<file path="src/rtl/irqc_pkg.sv">
package irqc_pkg;
    localparam int unsigned IRQ_SRCS = 12;
    localparam int unsigned VEC_W    = 16;

    typedef enum logic [1:0] {
        ISV_IDLE   = 2'd0,
        ISV_LOW    = 2'd1,
        ISV_HIGH   = 2'd2,
        ISV_NESTED = 2'd3
    } isv_state_e;

    // service address for a polling-order index
    function automatic logic [VEC_W-1:0] vec_of(input int unsigned idx);
        logic [VEC_W-1:0] a;
        case (idx)
            0:       a = 16'h0003;
            1:       a = 16'h004B;
            2:       a = 16'h0053;
            3:       a = 16'h000B;
            4:       a = 16'h005B;
            5:       a = 16'h0013;
            6:       a = 16'h0063;
            7:       a = 16'h001B;
            8:       a = 16'h006B;
            9:       a = 16'h0023;
            10:      a = 16'h002B;
            11:      a = 16'h0073;
            default: a = '0;
        endcase
        return a;
    endfunction

    // whether hardware may clear the flag of this index on vectoring
    function automatic logic hw_clears(input int unsigned idx, input logic [1:0] edge_ext);
        logic c;
        case (idx)
            0:         c = edge_ext[0];
            5:         c = edge_ext[1];
            1, 9, 10:  c = 1'b0;
            default:   c = 1'b1;
        endcase
        return c;
    endfunction
endpackage

</file>
<file path="src/rtl/irqc_sampler.sv">
module irqc_sampler #(
    parameter int unsigned N = irqc_pkg::IRQ_SRCS
) (
    input  logic         clk,
    input  logic         rst_n,
    input  logic [N-1:0] flags,
    output logic [N-1:0] samp
);
    // captured copy polled during the following cycle
    always_ff @(posedge clk) begin
        if (!rst_n) samp <= '0;
        else        samp <= flags;
    end
endmodule

</file>
<file path="src/rtl/irqc_first_set.sv">
module irqc_first_set #(
    parameter int unsigned N  = irqc_pkg::IRQ_SRCS,
    localparam int unsigned IW = $clog2(N)
) (
    input  logic [N-1:0]  req,
    output logic          any,
    output logic [IW-1:0] idx
);
    // lowest index wins: scan downward so the last hit is the smallest
    always_comb begin
        idx = '0;
        for (int i = N - 1; i >= 0; i--) begin
            if (req[i]) idx = IW'(i);
        end
    end
    assign any = |req;
endmodule

</file>
<file path="src/rtl/irqc_resolver.sv">
module irqc_resolver #(
    parameter int unsigned N  = irqc_pkg::IRQ_SRCS,
    localparam int unsigned IW = $clog2(N)
) (
    input  logic [N-1:0]  samp,
    input  logic [N-1:0]  src_en,
    input  logic          glob_en,
    input  logic [N-1:0]  prio_hi,
    input  logic          allow_hi,
    input  logic          allow_lo,
    output logic          win_valid,
    output logic          win_hi,
    output logic [IW-1:0] win_idx
);
    logic [N-1:0]  live;
    logic [1:0][N-1:0]  lvl_req;
    logic [1:0]         lvl_any;
    logic [1:0][IW-1:0] lvl_idx;

    assign live       = samp & src_en & {N{glob_en}};
    assign lvl_req[0] = live & ~prio_hi;
    assign lvl_req[1] = live & prio_hi;

    // one fixed-order encoder per priority level
    for (genvar g = 0; g < 2; g++) begin : g_lvl
        irqc_first_set #(.N(N)) u_enc (
            .req (lvl_req[g]),
            .any (lvl_any[g]),
            .idx (lvl_idx[g])
        );
    end

    always_comb begin
        win_valid = 1'b0;
        win_hi    = 1'b0;
        win_idx   = '0;
        if (lvl_any[1] && allow_hi) begin
            win_valid = 1'b1;
            win_hi    = 1'b1;
            win_idx   = lvl_idx[1];
        end else if (lvl_any[0] && allow_lo) begin
            win_valid = 1'b1;
            win_idx   = lvl_idx[0];
        end
    end
endmodule

</file>
<file path="src/rtl/irqc_isv_fsm.sv">
module irqc_isv_fsm #(
    parameter int unsigned N     = irqc_pkg::IRQ_SRCS,
    parameter int unsigned VW    = irqc_pkg::VEC_W,
    localparam int unsigned IW   = $clog2(N)
) (
    input  logic          clk,
    input  logic          rst_n,
    input  logic          last_cycle,
    input  logic          ret_in,
    input  logic          cfg_wr,
    input  logic [1:0]    edge_ext,
    input  logic          win_valid,
    input  logic          win_hi,
    input  logic [IW-1:0] win_idx,
    output logic          allow_hi,
    output logic          allow_lo,
    output logic          call_req,
    output logic [VW-1:0] call_vec,
    output logic [N-1:0]  flag_clr
);
    import irqc_pkg::*;

    isv_state_e   state_q, state_d;
    logic         boundary;
    logic [N-1:0] clr_d;

    assign boundary = last_cycle & ~ret_in & ~cfg_wr;
    assign allow_hi = boundary & ((state_q == ISV_IDLE) | (state_q == ISV_LOW));
    assign allow_lo = boundary & (state_q == ISV_IDLE);

    always_comb begin
        state_d = state_q;
        if (ret_in) begin
            unique case (state_q)
                ISV_NESTED: state_d = ISV_LOW;
                ISV_HIGH:   state_d = ISV_IDLE;
                ISV_LOW:    state_d = ISV_IDLE;
                ISV_IDLE:   state_d = ISV_IDLE;
            endcase
        end else if (win_valid) begin
            unique case (state_q)
                ISV_IDLE:   state_d = win_hi ? ISV_HIGH : ISV_LOW;
                ISV_LOW:    state_d = ISV_NESTED;
                ISV_HIGH:   state_d = ISV_HIGH;
                ISV_NESTED: state_d = ISV_NESTED;
            endcase
        end
    end

    for (genvar g = 0; g < N; g++) begin : g_clr
        assign clr_d[g] = win_valid && (win_idx == IW'(g)) && hw_clears(g, edge_ext);
    end

    // state register
    always_ff @(posedge clk) begin
        if (!rst_n) state_q <= ISV_IDLE;
        else        state_q <= state_d;
    end

    // registered outputs
    always_ff @(posedge clk) begin
        if (!rst_n) begin
            call_req <= 1'b0;
            call_vec <= '0;
            flag_clr <= '0;
        end else begin
            call_req <= win_valid;
            flag_clr <= clr_d;
            if (win_valid) call_vec <= vec_of(32'(win_idx));
        end
    end

    p_nonfinal_r6: assert property (@(posedge clk) disable iff (!rst_n)
        !last_cycle |=> !call_req);
    p_ret_cfg_r7: assert property (@(posedge clk) disable iff (!rst_n)
        (ret_in || cfg_wr) |=> !call_req);
    p_high_busy_r9: assert property (@(posedge clk) disable iff (!rst_n)
        (state_q == ISV_HIGH || state_q == ISV_NESTED) |=> !call_req);
endmodule

</file>
<file path="src/rtl/irq_two_level_ctrl.sv">
module irq_two_level_ctrl #(
    parameter int unsigned N  = irqc_pkg::IRQ_SRCS,
    parameter int unsigned VW = irqc_pkg::VEC_W
) (
    input  logic          clk,
    input  logic          rst_n,
    input  logic [N-1:0]  irq_flags,
    input  logic [N-1:0]  src_en,
    input  logic          glob_en,
    input  logic [N-1:0]  prio_hi,
    input  logic [1:0]    edge_ext,
    input  logic          last_cycle,
    input  logic          ret_in,
    input  logic          cfg_wr,
    output logic          call_req,
    output logic [VW-1:0] call_vec,
    output logic [N-1:0]  flag_clr
);
    localparam int unsigned IW = $clog2(N);

    logic [N-1:0]  samp;
    logic          allow_hi, allow_lo;
    logic          win_valid, win_hi;
    logic [IW-1:0] win_idx;

    irqc_sampler #(.N(N)) u_samp (
        .clk   (clk),
        .rst_n (rst_n),
        .flags (irq_flags),
        .samp  (samp)
    );

    irqc_resolver #(.N(N)) u_res (
        .samp      (samp),
        .src_en    (src_en),
        .glob_en   (glob_en),
        .prio_hi   (prio_hi),
        .allow_hi  (allow_hi),
        .allow_lo  (allow_lo),
        .win_valid (win_valid),
        .win_hi    (win_hi),
        .win_idx   (win_idx)
    );

    irqc_isv_fsm #(.N(N), .VW(VW)) u_fsm (
        .clk        (clk),
        .rst_n      (rst_n),
        .last_cycle (last_cycle),
        .ret_in     (ret_in),
        .cfg_wr     (cfg_wr),
        .edge_ext   (edge_ext),
        .win_valid  (win_valid),
        .win_hi     (win_hi),
        .win_idx    (win_idx),
        .allow_hi   (allow_hi),
        .allow_lo   (allow_lo),
        .call_req   (call_req),
        .call_vec   (call_vec),
        .flag_clr   (flag_clr)
    );

    p_gate_r2: assert property (@(posedge clk) disable iff (!rst_n)
        !glob_en |=> !call_req);
    p_clr_with_call_r11: assert property (@(posedge clk) disable iff (!rst_n)
        (|flag_clr) |-> call_req);
endmodule

</file>
<file path="config.mk">
export PLATFORM = sky130hd
export DESIGN_NAME = irq_two_level_ctrl
export DESIGN_NICKNAME = d
export VERILOG_FILES = /design/src/rtl/irqc_pkg.sv /design/src/rtl/irqc_sampler.sv /design/src/rtl/irqc_first_set.sv /design/src/rtl/irqc_resolver.sv /design/src/rtl/irqc_isv_fsm.sv /design/src/rtl/irq_two_level_ctrl.sv
export SDC_FILE = /design/constraint.sdc
export NUM_CORES = 1
export LEC_CHECK = 0
export ABC_AREA = 0
export CORE_MARGIN = 2
export CORE_UTILIZATION = 43
export DETAILED_ROUTE_END_ITERATION = 7
export MAX_ROUTING_LAYER = met4
export PLACE_DENSITY_LB_ADDON = 0.1
export SLEW_MARGIN = 5
export SYNTH_ARGS = -nofsm -noshare
export SYNTH_HDL_FRONTEND = slang
export SYNTH_SLANG_ARGS = --single-unit
</file>
<file path="constraint.sdc">
create_clock -name clk -period 2.74 [get_ports clk]
set_clock_uncertainty 0.05 [all_clocks]
set_input_delay 0.274 -clock clk [delete_from_list [all_inputs] [get_ports clk]]
set_output_delay 0.274 -clock clk [all_outputs]
set_load 0.02 [all_outputs]
</file>
==> results.yml, run 1 <==
logic_synthesis:
  synth_common_cells: "29 x sky130_fd_sc_hd__dfxtp_1, 21 x sky130_fd_sc_hd__and2_1, 16 x sky130_fd_sc_hd__nand2_1"
  ys_types: 44
  netlist_area_um2: 1780
  synth.most_common_cell: "sky130_fd_sc_hd__dfxtp_1"
  synth.top_cell.area_share_pct: 32.7
  synth_area_leader_cell: "sky130_fd_sc_hd__dfxtp_1"
  synth-edff-count: 0
  synth.yosys.seq_area_share_pct: 32.7
  flip_flop_and_latch_count_after_synthesis: 29
  yosys_warnings: 0
  synthArstFlopShare_pct: 0
  synth_flop_type: "sky130_fd_sc_hd__dfxtp_1"
  synth_top_cells_by_area: "sky130_fd_sc_hd__dfxtp_1 33%, sky130_fd_sc_hd__and2_1 7.4%, sky130_fd_sc_hd__nand4_2 7.0%, sky130_fd_sc_hd__buf_4 6.3%, sky130_fd_sc_hd__nand4b_1 3.9%"
  synthesis.instances: 189
  syn_area_per_cell_um2: 9.41
clock_network:
  clock_tree.htree_level_count: 2
  number_of_sinks_driven_by_the_clock_tree: 29
  clkTransAtPathRegs_ps: 70
  ctsHoldBuffers: 0
  cts_repair_resize_count: 0
  clock_tree.root_cell: "sky130_fd_sc_hd__clkbuf_8"
  clk-insertion-delay-late_ps: 280
  tritoncts_clock_tree: "built"
  ctsLongestPathBuffers: 2
  cts_made_buffers: 5
  cts_post_setup_buffers_inserted: 0
power:
  ir_worst_vdd_uv: 326
  static-leakage-power_uw: 0.00112
  power.density_nw_per_um2: 389
  finalPower_uw: 998
detailed_routing:
  via_per_inst: 5.14
  detail_route.wirelength_um: 4130
  drt_first_iter_violations: 61
  route.vias.total: 1629
  wire_per_inst_um: 13.0
  drc: 0
  drt-pass1-iter-count: 4
  antenna_violating_nets_post_route: 0
worst_setup_path:
  worst_ep_arrival_time_ps: 2640
  worst_setup_slack_for_register_to_register_paths_ps: 500
  worst_setup_path_start_kind: "input port"
  timing.setup.critical_path_class: "input port to flip-flop"
  critical_path_required_ps: 2850
  worstSetupEndpointType: "flip-flop"
  destination_of_the_worst_register_to_register_timing_path: "u_fsm.call_vec[4]"
  rr_worst_depth: 9
  crit_path_max_fanout: 28
  critical_register_to_register_path_startpoint: "u_fsm.state_q[1]"
layout:
  utilization_pct: 64.1
  area.growth.synth_to_final_pct: 44.2
  filler_cell_count: 356
  stdcell_area_um2: 2560
  final_layout_size_suffix_gt1_share_pct: 18.7
  n_antenna_cell: 0
  finish.net_count: 315
floorplan:
  ios: 73
  placement_rows: 23
  initial_utilization_pct: 44.4
  dieHeight_um: 68.3
  die_width_um: 68.3
  core_um2: 4000
  die_area_um2: 4660
sta:
  hold_slack_ps: 454
  fmaxAchievable_mhz: 397
  relSlewSlack_pct: 55.7
  unrepaired_setup_endpoints_after_global_routing: "no"
  drv_slew: 0
  period_share_pct: 92.0
  setup_viol_count_final: 0
  timing_worst_slew_pin_value_ps: 663
  timing.final.hold_violations: 0
  layout_min_cycle_time_ps: 2520
global_route:
  grt_use_total_pct: 20.5
  grt_max_degree: 29
  grt-ovfl-total: 0
  antenna_found_initial: 0
  global_route_wire_length_before_repair_um: 7000
  grt_pass1_vias: 1563
place:
  final_gp_congestion: 0.814
  port_buffers: 59
  place_area_um2: 2480
  dpl.hpwl_um: 3290
worst_hold_path:
  worst_hold_path_startpoint: "u_fsm.call_vec[1]"
  worstHoldPathType: "flip-flop to flip-flop"
  hold_depth: 1
  hold_path_endpoint: "u_fsm.call_vec[1]"
run_status:
  status: "finished, final reports clean"
run:
  timing.max_cap.violations: 0
==> cell type report <==
cell class              instances  area, µm²  area share [%]
clock inverters                 3       17.5           0.683
clock buffers                   5       68.8            2.68
flip-flops and latches         29        581            22.6
repair buffers                 78        746            29.1
inverters                       9       33.8            1.32
well taps                      50       62.6            2.44
multi-input cells             143       1050            41.1
==> layer usage <==
| metal | vias to the layer above | wire, µm | GRT usage, % |
|---|---|---|---|
| met2 | 52 | 1860 | 31.2 |
| met5 | - | 0 | - |
| met3 | 5 | 227 | 4.44 |
| met1 | 750 | 2010 | 27.6 |
| met4 | 0 | 34 | 5.25 |
| li1 | 822 | - | - |
==> cell usage in the layout, fill, tap and decap left out, types with 2 or more instances in the layout <==
master / n
sky130_fd_sc_hd__and2_1: 21
sky130_fd_sc_hd__o21a_1: 3
sky130_fd_sc_hd__dfxtp_1: 29
sky130_fd_sc_hd__a22oi_1: 2
sky130_fd_sc_hd__clkdlybuf4s50_1: 59
sky130_fd_sc_hd__clkbuf_8: 5
sky130_fd_sc_hd__and3_1: 6
sky130_fd_sc_hd__nor2_1: 5
sky130_fd_sc_hd__a21oi_1: 4
sky130_fd_sc_hd__o21ai_1: 5
sky130_fd_sc_hd__nor4_4: 2
sky130_fd_sc_hd__nand4_4: 2
sky130_fd_sc_hd__ha_1: 5
sky130_fd_sc_hd__clkinv_2: 2
sky130_fd_sc_hd__nand4_1: 4
sky130_fd_sc_hd__a21oi_2: 2
sky130_fd_sc_hd__o211ai_1: 2
sky130_fd_sc_hd__nand3_1: 3
sky130_fd_sc_hd__and4_1: 2
sky130_fd_sc_hd__conb_1: 13
sky130_fd_sc_hd__a31oi_1: 4
sky130_fd_sc_hd__nand2_1: 16
sky130_fd_sc_hd__and4b_1: 5
sky130_fd_sc_hd__inv_1: 9
sky130_fd_sc_hd__nand4b_1: 8
sky130_fd_sc_hd__buf_4: 18
sky130_fd_sc_hd__nand4_2: 10
sky130_fd_sc_hd__o21ai_0: 2
==> registers in the layout (all words and copies together), names as in the netlist <==
signal	flops
u_fsm.call_vec	5
u_fsm.state_q	2
u_fsm.flag_clr	9
u_samp.samp	12
u_fsm.call_req	1
==> cell families after synthesis <==
logic type | Yosys count | share of synthesized area, %
multiplexers | 1 | 0.563
flip-flops | 29 | 32.7
other | 1 | 0.211
AO/OA/AOI/OAI | 32 | 12.9
AND/OR/NAND/NOR | 92 | 39.6
buffers and inverters | 29 | 10.6
adder cells (fa/ha/maj) | 5 | 3.52
==> metrics by stage <==
step	setup WS (ps)	cells	setup TNS, ps
3_3_place_gp	14.5	309	0
4_1_cts	242	317	0
5_1_grt	24.3	317	0
6_report	218	317	0
2_1_floorplan	426	201	0
3_5_place_dp	-58.7	309	-58.7
==> critical path, stage by stage <==
cell and delay (ps):
sky130_fd_sc_hd__clkdlybuf4s50_1 440, sky130_fd_sc_hd__buf_12 180, sky130_fd_sc_hd__nand4_2 150, sky130_fd_sc_hd__nand4_4 130, sky130_fd_sc_hd__nor4_4 320, sky130_fd_sc_hd__buf_4 190
sky130_fd_sc_hd__a211oi_2 60, sky130_fd_sc_hd__a41oi_2 240, sky130_fd_sc_hd__inv_1 70, sky130_fd_sc_hd__ha_1 270, sky130_fd_sc_hd__inv_1 40, sky130_fd_sc_hd__a22oi_1 170
sky130_fd_sc_hd__a31oi_1 100
==> how the worst max path moves through the flow <==
stage / start / endpoint / slack, ps / cells after the start
3_3_place_gp: glob_en / u_fsm.call_vec[6] / 10 / 13
2_1_floorplan: glob_en / u_fsm.call_vec[6] / 430 / 12
6_report: glob_en / u_fsm.call_vec[6] / 220 / 13
3_5_place_dp: glob_en / u_fsm.call_vec[6] / -60 / 13
5_1_grt: glob_en / u_fsm.call_vec[4] / 20 / 13
4_1_cts: glob_en / u_fsm.call_vec[6] / 240 / 13
==> report_power, final <==
part	internal, µW	total, µW	switching (µW)
clock network	175	346	171
registers	436	445	9.03
logic	113	207	94.9
Note: power is estimated with default switching activity, not from simulation.
==> run 2: changes to the inputs <==
- GPL_TIMING_DRIVEN: default -> 0
- SKIP_CTS_REPAIR_TIMING: default -> 1
==> run 2 against run 1 <==
Effect of this change:
- cell area about the same
- maximum frequency up 0.96%
- critical path depth is 2 lower
- routed wire length is 3.4% lower
- largest power group unchanged
- non-clock buffer count unchanged
- utilization is 0.063 points higher
- clock power about the same
- register-to-register slack worse by 100 ps
- first-iteration DRC count rose by 41%
- largest cell class unchanged
- global-route usage decreased by 1.4 points
==> results.yml, run 2 (synthesis results as in run 1) <==
run_status:
  status: "finished, final reports clean"
clock_network:
  clkTransAtPathRegs_ps: 70
  cts_made_buffers: 5
  ctsLongestPathBuffers: 2
  tritoncts_clock_tree: "built"
  clock_tree.htree_level_count: 2
  clk-insertion-delay-late_ps: 270
  number_of_sinks_driven_by_the_clock_tree: 29
  clock_tree.root_cell: "sky130_fd_sc_hd__clkbuf_8"
power:
  finalPower_uw: 997
  ir_worst_vdd_uv: 337
  static-leakage-power_uw: 0.00113
  power.density_nw_per_um2: 388
layout:
  filler_cell_count: 353
  final_layout_size_suffix_gt1_share_pct: 18.7
  biggestRegsByFlops: "u_samp.samp: 12 flops, u_fsm.flag_clr: 9 flops, u_fsm.call_vec: 5 flops"
  stdcell_area_um2: 2570
  largest_register_ffs: 12
  mostFrequentLayoutCells: "58 x sky130_fd_sc_hd__clkdlybuf4s50_1, 29 x sky130_fd_sc_hd__dfxtp_1, 21 x sky130_fd_sc_hd__and2_1"
  commonest_non_fill_non_tap_cell_in_the_layout: "sky130_fd_sc_hd__clkdlybuf4s50_1"
  n_antenna_cell: 0
  registers.top_by_ff_count: "u_samp.samp"
  area.growth.synth_to_final_pct: 44.3
  finish.net_count: 315
  utilization_pct: 64.2
sta:
  setup_viol_count_final: 0
  setup_ws_ps: 242
  timing.final.hold_violations: 0
  fmaxAchievable_mhz: 400
  period_share_pct: 91.2
  unrepaired_setup_endpoints_after_global_routing: "no"
  hold_slack_ps: 449
  drv_slew: 0
  layout_min_cycle_time_ps: 2500
place:
  port_buffers: 58
  detailedPlace.worstSlack_ps: -277
  final_gp_congestion: 0.873
  dpl.hpwl_um: 3230
  place_area_um2: 2470
global_route:
  grt_use_total_pct: 19.1
  global_route_wire_length_before_repair_um: 6410
  grt_max_degree: 11
  grt-ovfl-total: 0
  grt_pass1_vias: 1404
  antenna_found_initial: 0
detailed_routing:
  detail_route.wirelength_um: 3990
  drc: 0
  drt_first_iter_violations: 86
  via_per_inst: 5.02
  antenna_violating_nets_post_route: 0
  wire_per_inst_um: 12.6
  drt-pass1-iter-count: 4
  route.vias.total: 1590
floorplan:
  ios: 73
  die_width_um: 68.3
  dieHeight_um: 68.3
  placement_rows: 23
  core_um2: 4000
  die_area_um2: 4660
  initial_utilization_pct: 44.4
worst_hold_path:
  worst_hold_path_startpoint: "u_fsm.call_vec[1]"
  hold_depth: 1
  worstHoldPathType: "flip-flop to flip-flop"
worst_setup_path:
  worstSetupEndpointType: "flip-flop"
  cp_cell_sequence: "clkdlybuf4s50_1 > nand4b_1 > nand4_1 > nor2_1 > a21oi_2 > nand3_1 > o31ai_4 > ha_1 > inv_1 > a22oi_1 > a31oi_1"
  crit_path_max_fanout: 4
  max_stage_delay_ps: 460
  cp-startpoint: "prio_hi[1]"
  rr_worst_depth: 9
  worst_ep_arrival_time_ps: 2610
  critical_register_to_register_path_startpoint: "u_samp.samp[7]"
  timing.setup.critical_path_class: "input port to flip-flop"
  critPathSlowestCell: "sky130_fd_sc_hd__clkdlybuf4s50_1"
  worst_setup_path_start_kind: "input port"
  critical_path_required_ps: 2850
run:
  timing.max_cap.violations: 0
==> run 2: changes by cell type in the layout (fill, tap and decap cells not counted), sizes merged <==
| cell | before | now |
|---|---|---|
| buf | 19 | 18 |
| clkbuf | 5 | 7 |
| clkdlybuf4s50 | 59 | 58 |
==> run 2: critical path, delay by kind of cell <==
kind	cells	cell delay, ps
adder cells (fa/ha/maj)	1	240
buffers and inverters	2	520
AO/OA/AOI/OAI	4	850
AND/OR/NAND/NOR	4	720
==> run 2: final timing paths <==
kind	slack, ps	end
max	240	u_fsm.call_vec[4]
min	450	u_fsm.call_vec[1]
max reg2reg	400	u_fsm.call_vec[4]
min reg2reg	450	u_fsm.call_vec[1]
==> run 2: power breakdown <==
group / internal, µW / total (µW) / switching, µW
Sequential: 436 / 444 / 8.59
Combinational: 114 / 210 / 95.3
Clock: 175 / 343 / 168
==> run 2: final cells by class <==
type | count | area [µm²] | area share (%)
Clock inverter | 3 | 17.5 | 0.683
Buffer | 20 | 154 | 6.00
Inverter | 9 | 33.8 | 1.32
Timing Repair Buffer | 58 | 581 | 22.6
Multi-Input combinational cell | 143 | 1070 | 41.6
Clock buffer | 5 | 68.8 | 2.68
Tap cell | 50 | 62.6 | 2.44
Sequential cell | 29 | 581 | 22.6
==> run 2: through the flow <==
step / setup TNS [ps] / instances
after CTS: 0 / 317
after global routing: 0 / 317
after detailed placement: -1380 / 309
after global placement: -1420 / 309
final: 0 / 317
after floorplan: 0 / 201
==> run 2: routing by layer <==
layer	track usage (%)	vias up	share of wire, %
met2	28.8	61	45
met1	26.0	705	48
met4	4.50	0	0.55
met5	-	-	0
li1	-	822	-
met3	4.44	2	7.0
